## src/rtl/cbag_pkg.sv

```systemverilog
package cbag_pkg;

    typedef enum logic [1:0] {
        MODE_NONE = 2'd0,
        MODE_UP   = 2'd1,
        MODE_DOWN = 2'd2,
        MODE_BOTH = 2'd3
    } cbag_mode_e;

    // Sets every bit at or below the highest set bit of v.
    function automatic logic [15:0] smear16(input logic [15:0] v);
        logic [15:0] m;
        m = v;
        for (int i = 1; i < 16; i = i * 2) begin
            m = m | (m >> i);
        end
        return m;
    endfunction

endpackage

```

## src/rtl/cbag_cfg.sv

```systemverilog
module cbag_cfg
    import cbag_pkg::*;
#(
    parameter int AW = 16
) (
    input  logic          clk,
    input  logic          rst_n,
    input  logic          cfg_we,
    input  logic          cfg_sel,
    input  logic [AW-1:0] cfg_wdata,
    output logic [AW-1:0] buf_start,
    output logic [AW-1:0] buf_end,
    output cbag_mode_e    mode
);
    localparam int LW = AW + 1;

    logic [AW-1:0] start_nx, end_nx;
    logic [LW-1:0] len_nx;
    logic [AW-1:0] mask_nx;
    logic          lo_ok, hi_ok;
    cbag_mode_e    mode_nx;

    always_comb begin
        start_nx = buf_start;
        end_nx   = buf_end;
        if (cfg_we) begin
            if (cfg_sel) end_nx   = cfg_wdata;
            else         start_nx = cfg_wdata;
        end
    end

    always_comb begin
        len_nx  = {1'b0, end_nx} - {1'b0, start_nx} + LW'(1);
        mask_nx = AW'(smear16(16'(end_nx - start_nx)));
        lo_ok   = (start_nx & mask_nx) == '0;
        hi_ok   = (end_nx & mask_nx) == mask_nx;
    end

    // Reclassify: every write chooses the next state from the new pair.
    always_comb begin
        mode_nx = mode;
        if (cfg_we) begin
            unique case ({lo_ok, hi_ok})
                2'b11:   mode_nx = MODE_BOTH;
                2'b10:   mode_nx = MODE_UP;
                2'b01:   mode_nx = MODE_DOWN;
                default: mode_nx = MODE_NONE;
            endcase
            if (end_nx < start_nx) mode_nx = MODE_NONE;
        end
    end

    always_ff @(posedge clk) begin
        if (!rst_n) begin
            mode <= MODE_NONE;
        end else begin
            mode <= mode_nx;
        end
    end

    always_ff @(posedge clk) begin
        if (!rst_n) begin
            buf_start <= '0;
            buf_end   <= '0;
        end else begin
            buf_start <= start_nx;
            buf_end   <= end_nx;
        end
    end

    logic [LW-1:0] len_q;
    assign len_q = {1'b0, buf_end} - {1'b0, buf_start} + LW'(1);

    // two-sided folding only for power-of-two lengths
    assert_both_pow2_R6: assert property (@(posedge clk) disable iff (!rst_n)
        (mode == MODE_BOTH) |-> ($countones(len_q) == 1));

    // state holds without a write
    assert_mode_hold_R11: assert property (@(posedge clk) disable iff (!rst_n)
        !cfg_we |=> $stable(mode));

endmodule

```

## src/rtl/cbag_path.sv

```systemverilog
module cbag_path
    import cbag_pkg::*;
#(
    parameter int AW      = 16,
    parameter int OW      = 16,
    parameter bit REG_OUT = 1'b0
) (
    input  logic                 clk,
    input  logic                 rst_n,
    input  logic                 en,
    input  logic                 bypass,
    input  cbag_mode_e           mode,
    input  logic [AW-1:0]        buf_start,
    input  logic [AW-1:0]        buf_end,
    input  logic [AW-1:0]        ptr,
    input  logic signed [OW-1:0] off,
    output logic [AW-1:0]        ea
);
    localparam int LW = AW + 1;

    logic [AW-1:0] sum;
    logic          chk_hi, chk_lo, fold_hi, fold_lo;
    logic [AW-1:0] ea_c;

    always_comb begin
        sum    = ptr + AW'(off);
        chk_hi = en && !bypass && (mode == MODE_UP   || mode == MODE_BOTH);
        chk_lo = en && !bypass && (mode == MODE_DOWN || mode == MODE_BOTH);
        fold_hi = chk_hi && (sum > buf_end);
        fold_lo = chk_lo && (sum < buf_start);
    end

    always_comb begin
        if (fold_hi)      ea_c = buf_start + (sum - buf_end - AW'(1));
        else if (fold_lo) ea_c = buf_end - (buf_start - sum - AW'(1));
        else              ea_c = sum;
    end

    generate
        if (REG_OUT) begin : g_reg
            always_ff @(posedge clk) begin
                if (!rst_n) ea <= '0;
                else        ea <= ea_c;
            end
        end else begin : g_comb
            assign ea = ea_c;

            logic [LW-1:0] len;
            assign len = {1'b0, buf_end} - {1'b0, buf_start} + LW'(1);

            // an upper fold of at most one length lands inside the buffer
            assert_hi_inside_R2: assert property (@(posedge clk) disable iff (!rst_n)
                (chk_hi && sum > buf_end && ({1'b0, sum} - {1'b0, buf_end}) <= len)
                |-> (ea >= buf_start && ea <= buf_end));

            // a lower fold of at most one length lands inside the buffer
            assert_lo_inside_R4: assert property (@(posedge clk) disable iff (!rst_n)
                (chk_lo && sum < buf_start && ({1'b0, buf_start} - {1'b0, sum}) <= len)
                |-> (ea >= buf_start && ea <= buf_end));
        end
    endgenerate

endmodule

```

## src/rtl/cbag_top.sv

```systemverilog
module cbag_top
    import cbag_pkg::*;
#(
    parameter int AW      = 16,
    parameter int OW      = 16,
    parameter bit REG_OUT = 1'b0
) (
    input  logic                 clk,
    input  logic                 rst_n,
    input  logic                 cfg_we,
    input  logic                 cfg_sel,
    input  logic [AW-1:0]        cfg_wdata,
    input  logic                 mod_en,
    input  logic                 wr_rev_mode,
    input  logic [AW-1:0]        rd_ptr,
    input  logic signed [OW-1:0] rd_off,
    input  logic [AW-1:0]        wr_ptr,
    input  logic signed [OW-1:0] wr_off,
    output logic [AW-1:0]        rd_ea,
    output logic [AW-1:0]        wr_ea
);
    localparam int NP = 2;

    logic [AW-1:0] buf_start, buf_end;
    cbag_mode_e    mode;

    logic [AW-1:0]        p_ptr [NP];
    logic signed [OW-1:0] p_off [NP];
    logic                 p_byp [NP];
    logic [AW-1:0]        p_ea  [NP];

    assign p_ptr[0] = rd_ptr;
    assign p_off[0] = rd_off;
    assign p_byp[0] = 1'b0;
    assign p_ptr[1] = wr_ptr;
    assign p_off[1] = wr_off;
    assign p_byp[1] = wr_rev_mode;
    assign rd_ea    = p_ea[0];
    assign wr_ea    = p_ea[1];

    cbag_cfg #(.AW(AW)) u_cfg (
        .clk       (clk),
        .rst_n     (rst_n),
        .cfg_we    (cfg_we),
        .cfg_sel   (cfg_sel),
        .cfg_wdata (cfg_wdata),
        .buf_start (buf_start),
        .buf_end   (buf_end),
        .mode      (mode)
    );

    generate
        for (genvar g = 0; g < NP; g++) begin : g_path
            cbag_path #(.AW(AW), .OW(OW), .REG_OUT(REG_OUT)) u_path (
                .clk       (clk),
                .rst_n     (rst_n),
                .en        (mod_en),
                .bypass    (p_byp[g]),
                .mode      (mode),
                .buf_start (buf_start),
                .buf_end   (buf_end),
                .ptr       (p_ptr[g]),
                .off       (p_off[g]),
                .ea        (p_ea[g])
            );
        end
    endgenerate

endmodule

```

## config.mk

```make
export PLATFORM = sky130hd
export DESIGN_NAME = cbag_top
export DESIGN_NICKNAME = d
export VERILOG_FILES = /design/src/rtl/cbag_pkg.sv /design/src/rtl/cbag_cfg.sv /design/src/rtl/cbag_path.sv /design/src/rtl/cbag_top.sv
export SDC_FILE = /design/constraint.sdc
export NUM_CORES = 1
export LEC_CHECK = 0
export BUFFER_PORTS_ARGS = -buffer_cell sky130_fd_sc_hd__buf_2
export CELL_PAD_IN_SITES_DETAIL_PLACEMENT = 1
export CELL_PAD_IN_SITES_GLOBAL_PLACEMENT = 1
export CORE_MARGIN = 2
export CORE_UTILIZATION = 34
export CTS_CLUSTER_DIAMETER = 100
export CTS_CLUSTER_SIZE = 20
export DETAILED_ROUTE_END_ITERATION = 10
export PLACE_DENSITY_LB_ADDON = 0.1
export SLEW_MARGIN = 5
export SYNTH_ARGS = -nofsm -noshare
export SYNTH_HDL_FRONTEND = slang
export SYNTH_HIERARCHICAL = 1
export SYNTH_SLANG_ARGS = --single-unit
```

## constraint.sdc

```tcl
create_clock -name clk -period 9.35 [get_ports clk]
set_input_delay 1.87 -clock clk [delete_from_list [all_inputs] [get_ports clk]]
set_output_delay 1.87 -clock clk [all_outputs]
set_load 0.005 [all_outputs]
```

# == Yosys cells after proc, flatten, opt, wreduce, memory -nomap -nowiden ==
# Index checks and enable logic that the tools add are counted.
# word_totals
output_inout_bits,32
rom_bits,0
wordCells,59
latchBits,0
input_bits,86
ramBits,0
n_memories,0
reg_bits,34
# op_classes
multipliers,0
mux,10
n_lt_le_gt_ge,5
eq_ne,7
add_sub_neg,15
n_reduce_logical,13
n_bitwise,6
shifts,0
div_mod_pow,0
# op_table
cell,n
2-to-1 mux 16 bit,8
subtractor 16 bit,7
adder 16 bit,4
"subtractor 16 x 1 -> 16 bit, second input constant",4
< comparator 16 bit,3
AND 16 bit,2
greater-than comparator 16 bit,2
== test 16 bit,1
zero test 16 bit,1
bitwise OR 16 x 12 -> 16 bit,1
bitwise OR 16 x 14 -> 16 bit,1
bitwise OR 16 x 15 -> 16 bit,1
bitwise OR 16 x 8 -> 16 bit,1
logical AND 1 bit,9
"== test 2 bit, second input constant",4
one-hot mux 2 bit (3 select lines),1
"== test 2 x 1 -> 1 bit, second input constant",2
logical OR 1 bit,2
2-to-1 mux 2 bit,1
zero test 1 bit,1

# == Logic depth before layout (Yosys ltp) ==
# depth
depth_word,12
ltp_mapped,22
depth_no_buf,20

# == Hierarchy ==
# Netlist, hierarchy kept.
# by_module_without_submodules
mod,cells_each,area_per_inst_um2,instances,seq_area_each_um2
cbag_path (g_path[1].u_path),477,3946.3,1,0.0
cbag_path (g_path[0].u_path),476,3753.6,1,0.0
cbag_cfg,301,2627.5,1,680.7
cbag_top,1,3.8,1,0.0

# == Worst setup path after synthesis ==
# OpenSTA, ideal clock, no wires.
# synth_path
kind,input-to-output
start,input wr_ptr[0]
end,output wr_ea[15]
stages,17
required_ns,7.480
arrival_time_ns,6.122
path_buffers,0
setup_slack_ns,1.358
cell_sequence,ha_1 > fa_1 > a211oi_2 > o21ai_2 > o31a_1 > o31a_4 > o21ai_2 > a21boi_0 > or4b_1 > o2111ai_1 > fa_1 > ha_1 > and3_1 > a211o_1 > nor3b_1 > mux2i_1 > xnor2_1
# synth_between
elab_chain_len,6
elab_cells_between_ends,13
classes_between,add/sub (7); order compare (2); mux (2); reduce/logical (2)
# synth_lines
element,line,text
"start, declared",cbag_top.sv:17,"input logic [AW-1:0] wr_ptr,"
adder 16 bit (*),cbag_path.sv:26,sum = ptr + AW'(off);
subtractor 16 bit,cbag_path.sv:35,else if (fold_lo) ea_c = buf_end - (buf_start - sum - AW'(1));
subtractor 16 x 1 -> 16 bit,cbag_path.sv:35,
subtractor 16 bit,cbag_path.sv:35,
2-to-1 mux 16 bit,cbag_path.sv:35,
2-to-1 mux 16 bit (*),cbag_path.sv:34,if (fold_hi) ea_c = buf_start + (sum - buf_end - AW'(1));
"end, declared",cbag_top.sv:20,output logic [AW-1:0] wr_ea
# Every way passes the cells marked *; elsewhere a longest branch is shown, timed or not.

# == Worst setup path in the final report ==
# layout_path
start,input wr_ptr[0]
end,output wr_ea[14]
# The elaborated chain is that of the path after synthesis.

==> results.md <==
* Status: finished clean
* Crit path max fanout at 15
* Worst slew margin at 0.334
* Max Slew Vio Count at 0
* Routed len/inst at 17.6 um
* DP HPWL at 27.0 mm
* Die Ht at 178 um
* Min Tclk post-route at 8.77 ns
* CTS Hold Buffers Added at 0
* CTS Root Cell: clkbuf_16
* Initial antenna violation count at 0
* Clock-pin slew on the worst setup and hold paths at 0.06 ns
* Setup TNS at 0 ns
* Finished Core Util at 0.386
* Area Overhead vs Synth at 11.4%
* Pre-antenna DRT Iters at 6
* PwrDens at 170 nW/um2
* CP startpoint kind: input pin
* Max-Cap Viols at 0
* Syn avg cell area at 8.23 um2
* Cell mode on critical path: o21ai_2
* Pin count of the biggest net entering global routing at 36
* Layout cells sized above 1 at 0.139
* GPL Wtd Cong at 0.855
* Distinct cells, synth at 97
* Quantity of gates resized following cts at 0
* Leakage power at 5.36 nW
* Worst EP required at 7.48 ns
* Setup crit end kind: output pin
* Critical path class: in2out
* Tcrit/Tclk final at 0.938
* H-tree depth at 2
* ANT nets after route at 0
* Synth warnings at 6
* Full die area at 31800 um2
* Core footprint at 29800 um2
* Clk buf depth at 2
* Port bufs at 117
* GRT Overall Usage at 0.200
* Post-route insts no fill at 1761
* IO Pins at 118
* Nets at 1682
* Post-synth EDFFs at 0
* Post-Syn Area at 10300 um2
* Post-synthesis sequential area ratio at 0.0659
* CP arrival at 6.90 ns
* Starting DRT DRC Count at 388
* Clock latency at the later pin of the worst-skew pair at 0.29 ns
* Design Power at 1.95 mW
* Final WL at 30.9 mm
* Worst-Margin Slew at 0.997 ns
* Mapped Cells at 1255
* Post-synth ARST share at 0
* CP max-delay cell: or4b_1
* Crit-path max cell delay at 0.50 ns
* Min-delay worst type: reg2reg
* Main synth FF type: dfxtp_1
* Setup bufs post-CTS at 0
* Max IR drop VDD at 0.0643 mV
* N_diodes at 0
* Starting Density at 0.347
* Fin. Hold Viols at 0
* # DRC at 0
* CP cell instances: buf_2 > ha_1 > fa_1 > a211oi_2 > o21ai_2 > o31a_1 > o31a_4 > o21ai_2 > a21boi_0 > or4b_1 > o2111ai_1 > ha_1 > and4_1 > a221oi_1 > o21ai_2 > or2_1 > buf_4 > a31o_1 > a31oi_1 > buf_2
* Placed cell count at 1753
* CTS tree: built
* CTS Buf Count at 5
* First-pass GRT wire length at 50.9 mm
* DR vias/cell at 5.32
* Vias in the first global route at 9658
* Setup repair after global routing missed its margin: false
* DIE WIDTH at 178 um
* Yosys reg bits at 34
* Vias at 9363
* Grt ovf at 0
* CTS Sinks at 34
* Fmax at 0.114 GHz
* Row cnt at 63
* Worst Clk Skew at 0.00925 ns
* Setup violators final at 0
[report_power, final]
group,switching (mW),internal (mW)
clock,0.0644,0.126
sequential,0.0162,0.152
combinational,0.897,0.696
total,0.978,0.974
[synthesized netlist by cell type (10+ instances only)]
cell type | n | share of area
mux2i_1 | 57 | 0.055
clkbuf_1 | 11 | 0.0040
xnor2_1 | 70 | 0.059
o21ai_1 | 10 | 0.0048
nand2b_1 | 22 | 0.013
or3_1 | 11 | 0.0067
o21bai_1 | 10 | 0.0073
nand3_1 | 19 | 0.0092
nor2_1 | 71 | 0.026
nand4_1 | 10 | 0.0061
a21oi_1 | 101 | 0.049
nand2_1 | 59 | 0.021
o21ai_0 | 48 | 0.023
a31oi_1 | 15 | 0.0091
fa_1 | 53 | 0.10
nor3_1 | 26 | 0.013
and2_1 | 13 | 0.0079
dfxtp_1 | 34 | 0.066
o211ai_1 | 15 | 0.011
nor2b_1 | 40 | 0.024
xor2_1 | 29 | 0.025
a21o_1 | 34 | 0.025
ha_1 | 173 | 0.21
nor4_1 | 10 | 0.0061
inv_1 | 119 | 0.043
o21a_1 | 14 | 0.010
a211oi_1 | 14 | 0.010
and3_1 | 13 | 0.0079
[critical path, delay by kind of cell]
kind,cells,cell delay (ns)
adders and majority gates,3,1.03
buffers and inverters,3,0.48
AOI/OAI and AO/OA,11,2.56
and+or+nand+nor,3,0.96
[stage by stage]
| stage | hold slack [ns] | worst slack, ns | cell area (um2) |
|---|---|---|---|
| after floorplan | 0.430 | 1.36 | 10300 |
| after global placement | 0.531 | 0.674 | 11300 |
| after detailed placement | 0.529 | 0.572 | 11300 |
| after CTS | 0.537 | 0.542 | 11500 |
| after global routing | 0.567 | 0.0907 | 11500 |
| final | 0.532 | 0.581 | 11500 |
[cells by family after synthesis]
group	after synthesis	share of synthesized area
AO/OA/AOI/OAI	351	0.234
AND/OR/NAND/NOR	331	0.172
adder cells (fa/ha/maj)	229	0.315
buffers and inverters	141	0.0579
XOR/XNOR	101	0.0877
multiplexers	67	0.0665
flip-flops	34	0.0659
other	1	0.000363
[flip-flops by register name (all words and copies together) (netlist names)]
register / flops
u_cfg/mode: 2
u_cfg/buf_end: 16
u_cfg/buf_start: 16
[layout by cell type, fill, tap and decap left out, types with 7 or more instances in the layout]
master / count
xnor2_1: 70
dfxtp_1: 34
a31oi_1: 15
ha_1: 173
nor2b_1: 40
and3_1: 13
nand4_1: 10
a21o_1: 34
inv_1: 119
fa_1: 53
and2_1: 13
o21ai_0: 48
o31ai_1: 7
a211oi_1: 14
nor3_1: 26
a211o_1: 7
nor4_1: 10
o21ai_1: 10
or3_1: 11
o21bai_1: 10
buf_2: 117
nand3_1: 19
mux2i_1: 57
mux2_2: 7
buf_4: 12
nor2_1: 71
a21oi_1: 101
or2_2: 7
nand2b_1: 22
o21a_1: 14
o211ai_1: 15
nand2_1: 59
xor2_1: 29
[layer usage]
layer,vias to the layer above,share of wire,routed length [um],GRT usage
met5,-,0,0,0
met4,0,0.0014,43,0.00915
met3,7,0.024,734,0.0213
met2,88,0.45,14000,0.332
met1,4509,0.52,16100,0.292
li1,4759,-,-,-
[area by class of cell]
type	count	area, um2
clock buffer	7	133
clock inverter	1	30.0
fill	3687	18300
inverter	119	447
multi-input combinational	1081	9060
sequential	34	681
tap	390	488
timing repair buffer	129	676
[final timing paths]
check | from | cells past startpoint | to | slack, ns
hold / removal | u_cfg/mode[0]$_SDFFE_PN0P_ | 2 | u_cfg/mode[0]$_SDFFE_PN0P_ | 0.53
hold reg to reg | u_cfg/mode[0]$_SDFFE_PN0P_ | 2 | u_cfg/mode[0]$_SDFFE_PN0P_ | 0.53
setup reg to reg | u_cfg/buf_start[0]$_SDFF_PN0_ | 13 | u_cfg/mode[1]$_SDFFE_PN0P_ | 4.83
setup / recovery | wr_ptr[0] | 20 | wr_ea[14] | 0.58
No activity file was read; power rests on OpenSTA's default activity.
